**src/rtl/fi_pkg.sv**
```systemverilog
package fi_pkg;
  parameter int DATA_W = 32;
  parameter int ADDR_W = 32;
  parameter int MASK_W = 24;
  parameter int IDX_W  = $clog2(DATA_W);
  parameter int WORD_W = ADDR_W - 2;

  // control word, bit 0 upward: alwaysMatch, stuckOne, bitIdx, mask
  typedef struct packed {
    logic [MASK_W-1:0] mask;
    logic [IDX_W-1:0]  bitIdx;
    logic              stuckOne;
    logic              alwaysMatch;
  } ctrlWord_t;

  localparam int CTRL_W = $bits(ctrlWord_t);

  // strobes from control to the forcing datapath
  typedef struct packed {
    logic             apply;
    logic             stuckOne;
    logic [IDX_W-1:0] bitIdx;
  } injStrobe_t;
endpackage

```
**src/rtl/fi_addr_match.sv**
```systemverilog
module fi_addr_match
  import fi_pkg::*;
(
  input  logic [WORD_W-1:0] reqWord,
  input  logic [WORD_W-1:0] matchWord,
  input  logic [MASK_W-1:0] mask,
  output logic              hit
);
  logic [WORD_W-1:0] bitOk;

  for (genvar i = 0; i < WORD_W; i++) begin : gCmp
    if (i < MASK_W) begin : gMasked
      assign bitOk[i] = mask[i] || (reqWord[i] == matchWord[i]);
    end else begin : gFixed
      assign bitOk[i] = (reqWord[i] == matchWord[i]);
    end
  end

  assign hit = &bitOk;
endmodule

```
**src/rtl/fi_ctrl.sv**
```systemverilog
module fi_ctrl
  import fi_pkg::*;
(
  input  logic              clk,
  input  logic              rstN,
  input  logic              injEnable,
  input  logic              cfgWrEn,
  input  logic              cfgSel,
  input  logic [DATA_W-1:0] cfgWrData,
  input  logic              reqValid,
  input  logic [ADDR_W-1:0] reqAddr,
  input  logic              matchHit,
  output ctrlWord_t         ctrlWord,
  output logic [WORD_W-1:0] matchWord,
  output logic [WORD_W-1:0] reqWord,
  output injStrobe_t        strobe
);
  logic cfgWriteOk;
  logic unusedBits;

  assign cfgWriteOk = cfgWrEn && injEnable;
  assign unusedBits = ^{cfgWrData[DATA_W-1:CTRL_W], cfgWrData[DATA_W-1:WORD_W], reqAddr[1:0]};

  // configuration holds no reset: software clears it before use
  always_ff @(posedge clk) begin
    if (cfgWriteOk && !cfgSel) ctrlWord <= ctrlWord_t'(cfgWrData[CTRL_W-1:0]);
  end

  always_ff @(posedge clk) begin
    if (cfgWriteOk && cfgSel) matchWord <= cfgWrData[WORD_W-1:0];
  end

  // request address is held so it lines up with the returned data
  always_ff @(posedge clk) begin
    if (!rstN)         reqWord <= '0;
    else if (reqValid) reqWord <= reqAddr[ADDR_W-1:2];
  end

  always_comb begin
    strobe.apply    = injEnable && (ctrlWord.alwaysMatch || matchHit);
    strobe.stuckOne = ctrlWord.stuckOne;
    strobe.bitIdx   = ctrlWord.bitIdx;
  end
endmodule

```
**src/rtl/fi_force_path.sv**
```systemverilog
module fi_force_path
  import fi_pkg::*;
(
  input  injStrobe_t        strobe,
  input  logic [DATA_W-1:0] dataIn,
  output logic [DATA_W-1:0] dataOut
);
  for (genvar i = 0; i < DATA_W; i++) begin : gBit
    assign dataOut[i] = (strobe.apply && (strobe.bitIdx == IDX_W'(i))) ? strobe.stuckOne : dataIn[i];
  end
endmodule

```
**src/rtl/rd_fault_injector.sv**
```systemverilog
module rd_fault_injector
  import fi_pkg::*;
(
  input  logic              clk,
  input  logic              rstN,
  input  logic              injEnable,
  input  logic              cfgWrEn,
  input  logic              cfgSel,
  input  logic [DATA_W-1:0] cfgWrData,
  input  logic              reqValid,
  input  logic [ADDR_W-1:0] reqAddr,
  input  logic [DATA_W-1:0] rspDataIn,
  output logic [DATA_W-1:0] rspDataOut
);
  ctrlWord_t         ctrlWord;
  logic [WORD_W-1:0] matchWord;
  logic [WORD_W-1:0] reqWord;
  logic              matchHit;
  injStrobe_t        strobe;

  fi_ctrl uCtrl (
    .clk(clk), .rstN(rstN), .injEnable(injEnable), .cfgWrEn(cfgWrEn),
    .cfgSel(cfgSel), .cfgWrData(cfgWrData), .reqValid(reqValid),
    .reqAddr(reqAddr), .matchHit(matchHit), .ctrlWord(ctrlWord),
    .matchWord(matchWord), .reqWord(reqWord), .strobe(strobe)
  );

  fi_addr_match uMatch (
    .reqWord(reqWord), .matchWord(matchWord), .mask(ctrlWord.mask), .hit(matchHit)
  );

  fi_force_path uForce (
    .strobe(strobe), .dataIn(rspDataIn), .dataOut(rspDataOut)
  );
endmodule

```
**config.mk**
```make
export PLATFORM = sky130hd
export DESIGN_NAME = rd_fault_injector
export DESIGN_NICKNAME = d
export VERILOG_FILES = /design/src/rtl/fi_pkg.sv /design/src/rtl/fi_addr_match.sv /design/src/rtl/fi_ctrl.sv /design/src/rtl/fi_force_path.sv /design/src/rtl/rd_fault_injector.sv
export SDC_FILE = /design/constraint.sdc
export NUM_CORES = 1
export LEC_CHECK = 0
export ABC_AREA = 1
export BUFFER_PORTS_ARGS = -buffer_cell sky130_fd_sc_hd__buf_4
export CELL_PAD_IN_SITES_DETAIL_PLACEMENT = 0
export CELL_PAD_IN_SITES_GLOBAL_PLACEMENT = 1
export CORE_MARGIN = 4
export CORE_UTILIZATION = 40
export DETAILED_ROUTE_END_ITERATION = 8
export PLACE_DENSITY = 0.88
export SLEW_MARGIN = 20
export SYNTH_ARGS = -nofsm -noshare
export SYNTH_HDL_FRONTEND = slang
export SYNTH_SLANG_ARGS = --single-unit
```
**constraint.sdc**
```tcl
create_clock -name clk -period 3.6 [get_ports clk]
set_input_delay 0.18 -clock clk [delete_from_list [all_inputs] [get_ports clk]]
set_output_delay 0.18 -clock clk [all_outputs]
set_load 0.005 [all_outputs]
```
After elaboration in Yosys (flattened, before gate mapping):

Cells that the tools add are included.

* register bits: 91
* input bits: 102
* output and inout bits: 32
* logic and storage cells: 163

* reductions and logical operators: 64
* multiplexer cells: 32
* equal/unequal tests: 61

Operator list (number)
* 5-bit equality test, second input constant: 16
* 5-bit by 4-bit equality test with 1-bit output, second input constant: 8
* 1-bit logical AND: 36
* 1-bit two-way mux: 32
* 1-bit equality test: 30
* 30-bit AND reduction: 1
* 1-bit logical OR: 25
* 5-bit by 3-bit equality test with 1-bit output, second input constant: 4
* 5-bit by 2-bit equality test with 1-bit output, second input constant: 2
* 5-bit by 1-bit equality test with 1-bit output, second input constant: 1
* 5-bit zero test: 1
* 1-bit zero test: 1

Depth between registers and ports, before layout:

* word-level depth: 7
* depth in mapped cells: 13
* mapped depth without buffers: 12

Hierarchy:

From an unflattened synthesis, not the netlist that was laid out.

* cells, all modules: 605
* area, all modules: 4707.0 um2

Modules (own cells, without submodules)
* fi_ctrl: sequential area each 2432.3 um2, times used 1, area each 3204.3 um2, cells an instance 262
* fi_force_path: sequential area each 0.0 um2, times used 1, area each 815.8 um2, cells an instance 176
* fi_addr_match: sequential area each 0.0 um2, times used 1, area each 686.9 um2, cells an instance 167

Least setup slack after synthesis:

Ideal clock, no wire load.

* path type: input to register
* start: input port injEnable
* end: register, netlist name uCtrl.ctrlWord[0]
* stages: 4
* buffers on the path: 2
* arrival time: 2.047 ns
* library setup time: 0.419 ns
* path slack: 1.134 ns
* required time: 3.181 ns
* path through: buf_2 -> buf_1 -> nand2_1 -> nor2_1

* cells in the longest elaborated chain, start to end: 2

RTL lines
* start: declaration: line rd_fault_injector.sv:6 `input logic injEnable,`
* 1-bit logical AND: line fi_ctrl.sv:21 `assign cfgWriteOk = cfgWrEn && injEnable;`
* 1-bit logical AND: line fi_ctrl.sv:26 `if (cfgWriteOk && !cfgSel) ctrlWord <= ctrlWord_t'(cfgWrData[CTRL_W-1:0]);`

Every way passes these cells.
A chain may end at the register's enable or synchronous reset.

Worst setup path in the final report:

* start: register uCtrl.matchWord[17]
* end: output port rspDataOut[4]

* cells in the longest elaborated chain, start to end: 7

RTL lines
* start: declaration: line fi_ctrl.sv:14 `output logic [WORD_W-1:0] matchWord,`
* start signal: assignment: line fi_ctrl.sv:30 `if (cfgWriteOk && cfgSel) matchWord <= cfgWrData[WORD_W-1:0];`
* 1-bit equality test: line fi_addr_match.sv:13 `assign bitOk[i] = mask[i] || (reqWord[i] == matchWord[i]);`
* 1-bit logical OR: line fi_addr_match.sv:13
* 30-bit AND reduction: line fi_addr_match.sv:19 `assign hit = &bitOk;`
* 1-bit logical OR: line fi_ctrl.sv:40 `strobe.apply = injEnable && (ctrlWord.alwaysMatch || matchHit);`
* 1-bit logical AND: line fi_ctrl.sv:40
* 1-bit logical AND: line fi_force_path.sv:9 `assign dataOut[i] = (strobe.apply && (strobe.bitIdx == IDX_W'(i))) ? strobe.stuckOne : dataIn[i];`
* 1-bit two-way mux: line fi_force_path.sv:9
* end: declaration: line rd_fault_injector.sv:13 `output logic [DATA_W-1:0] rspDataOut`

Every way passes these cells.

==> reports/metrics.cfg <==
[run_status]
outcome=finished clean

[synth]
synth_top_cell_area_share=0.411
synth-async-reset-ratio=0
yosys-top-cells-count=132 x nand2_1, 68 x nor2_1, 61 x edfxtp_1
synth_top_area_cell=edfxtp_1
synth_top_family_by_area=simple AND/OR/NAND/NOR gates
yosysSeqAreaShare=0.546
yosys.area_share.simple=0.304
ys_types=23
yosys_warnings=0
synthXorXnorAreaFrac=0.0118
ys_top_cells_by_area=edfxtp_1 41%, dfxtp_1 13%, nand2_1 11%
synthesis.area_per_instance_um2=8.39
synthesis.area_mm2=0.00446
synthCells=531
synth_edf_count=61
synth_compound_area_frac=0.0606
yosys.area_share.adder=0
yosysMostFrequentCell=nand2_1
synth_mux_area_frac=0
synthesis.nets=633
synth-seq-cells=91
synth_top_flop_cell=edfxtp_1

[grt]
antenna_found_initial=0
track_usage=0.175
grt_pass1_vias=3839
grt_overflow=0
grt_first_pass_wirelength_um=18100
grt_max_degree=66

[floorplan]
io_pins=134
chipWidth_um=114
start_util=0.409
core_mm2=0.0109
rows=38
die_h_um=114
die-area_mm2=0.0129

[clock_tree]
cts_made_buffers=9
worstSkewPairLatency_ps=360
path_clk_slew_ps=90
clockBufferDepth=2
cts_resized=0
cts_num_sinks=91
cts_root_buf=clkbuf_8
cts_tree=built
cts.hold.buffers_added=26
post_cts_buffers=0
htreeDepth=3

[pwr]
irDropWorstVdd_mv=0.266
p_per_area_mw_per_mm2=378
p_leak_nw=2.63

[timing]
tns_ps=0
fmax_mhz=410
min_period_ps=2440
hold_violations=0
slew_headroom=0.335
rsz0062_at_grt=no
holdWs_ps=26.6
maxSlewViolCount=0
tightest_slew_ps=998
setup_viol=0
clock_skew_ps=0
fin_ws_ps=1160
fin_crit_sh=0.678

[placement]
dp.final_hpwl_um=8150
dpl.cell_count=777
post-place-ws_ps=1520
io_buffer_count=130
gp_routability_congestion=0.852

[flow_run]
maxCapViolations=0

[cells_and_area]
nets=780
instances_no_fill=823
n_antenna_cell=0
drive_above_1_share=0.225
fin_util=0.551
area_growth_pct=34.5

[critical_path]
cp.required_ps=3420
startpoint_type=flip-flop
crit_arrival_ps=2260
end_kind=output pin
crit_fanout=64
crit_type=flip-flop to output pin

[min_path]
hp-class=input pin to flip-flop

[routing]
ant_nets=0
first_pass_iters=4
vias_per_cell=4.87
first_iter_violations=288
wirelength_um=11400
avgRoutedWirePerCell_um=13.9
drc=0
vias=4011

==> cell families after synthesis <==
logic type,Yosys count
simple gates,304
flops,91
compound gates,54
buf+inv,76
xor+xnor,6
==> sequential cells by signal, indices dropped and copies added, names as in the netlist <==
signal	flops
uCtrl.ctrlWord	31
uCtrl.matchWord	30
uCtrl.reqWord	30
==> cells in the final DEF (no fill, tap or decap), types with 9 or more instances in the layout <==
cell type / netlist / final
edfxtp_1: 61 / 61
dlygate4sd3_1: 0 / 30
clkbuf_8: 0 / 9
nor3_1: 10 / 10
nand3_1: 44 / 44
nand2_1: 132 / 132
nor2_1: 68 / 66
nand4_1: 32 / 32
a21oi_1: 24 / 24
dfxtp_1: 30 / 30
inv_1: 45 / 45
buf_4: 0 / 133
o21ai_0: 30 / 30
==> path summary, 6_finish.rpt <==
check | cells after the start | slack (ps) | endpoint | start
max | 12 | 1160 | rspDataOut[4] | uCtrl.matchWord[17]
max reg2reg | 2 | 2950 | uCtrl.reqWord[25] | uCtrl.reqWord[25]
min reg2reg | 2 | 480 | uCtrl.reqWord[13] | uCtrl.reqWord[13]
min | 1 | 30 | uCtrl.matchWord[11] | cfgWrData[11]
==> layer usage <==
layer  global-route usage  vias up  share of wire
li1                     -     2069              -
met4               0.0441        0         0.0087
met5                    0        -              0
met2                0.296      102           0.50
met1                0.234     1828           0.44
met3               0.0302       12          0.049
==> power by group <==
part           internal (mW)  total (mW)  leakage [nW]  switching (mW)
Sequential              1.17        1.21         0.810          0.0333
Combinational          0.164       0.318          1.71           0.154
Clock                  0.341       0.742         0.107           0.401
Total                   1.68        2.27          2.63           0.588
==> area by class of cell <==
type / instances / area [um2]
clock buffer: 9 / 124
clock inverter: 7 / 93.8
fill: 964 / 4890
inverter: 49 / 184
multi-input combinational: 364 / 1690
sequential: 91 / 2430
tap: 140 / 175
timing repair buffer: 163 / 1300
==> critical path: stages, from the launching register on <==
cell,delay (ps)
edfxtp_1,400
or2_0,220
nand2_1,90
nand2_1,50
nor2_1,120
nand2_1,70
nor2_1,140
nand2_2,130
nand2_8,270
nand3_1,130
nand2_1,90
nand2_1,50
buf_4,130
==> per-stage QoR <==
step	power, mW	area (um2)
floorplan	1.37	4460
global placement	1.51	5480
detailed placement	1.52	5480
CTS	2.28	5960
global route	2.37	6000
finish	2.27	6000
Power figures use the tool's default switching activity.
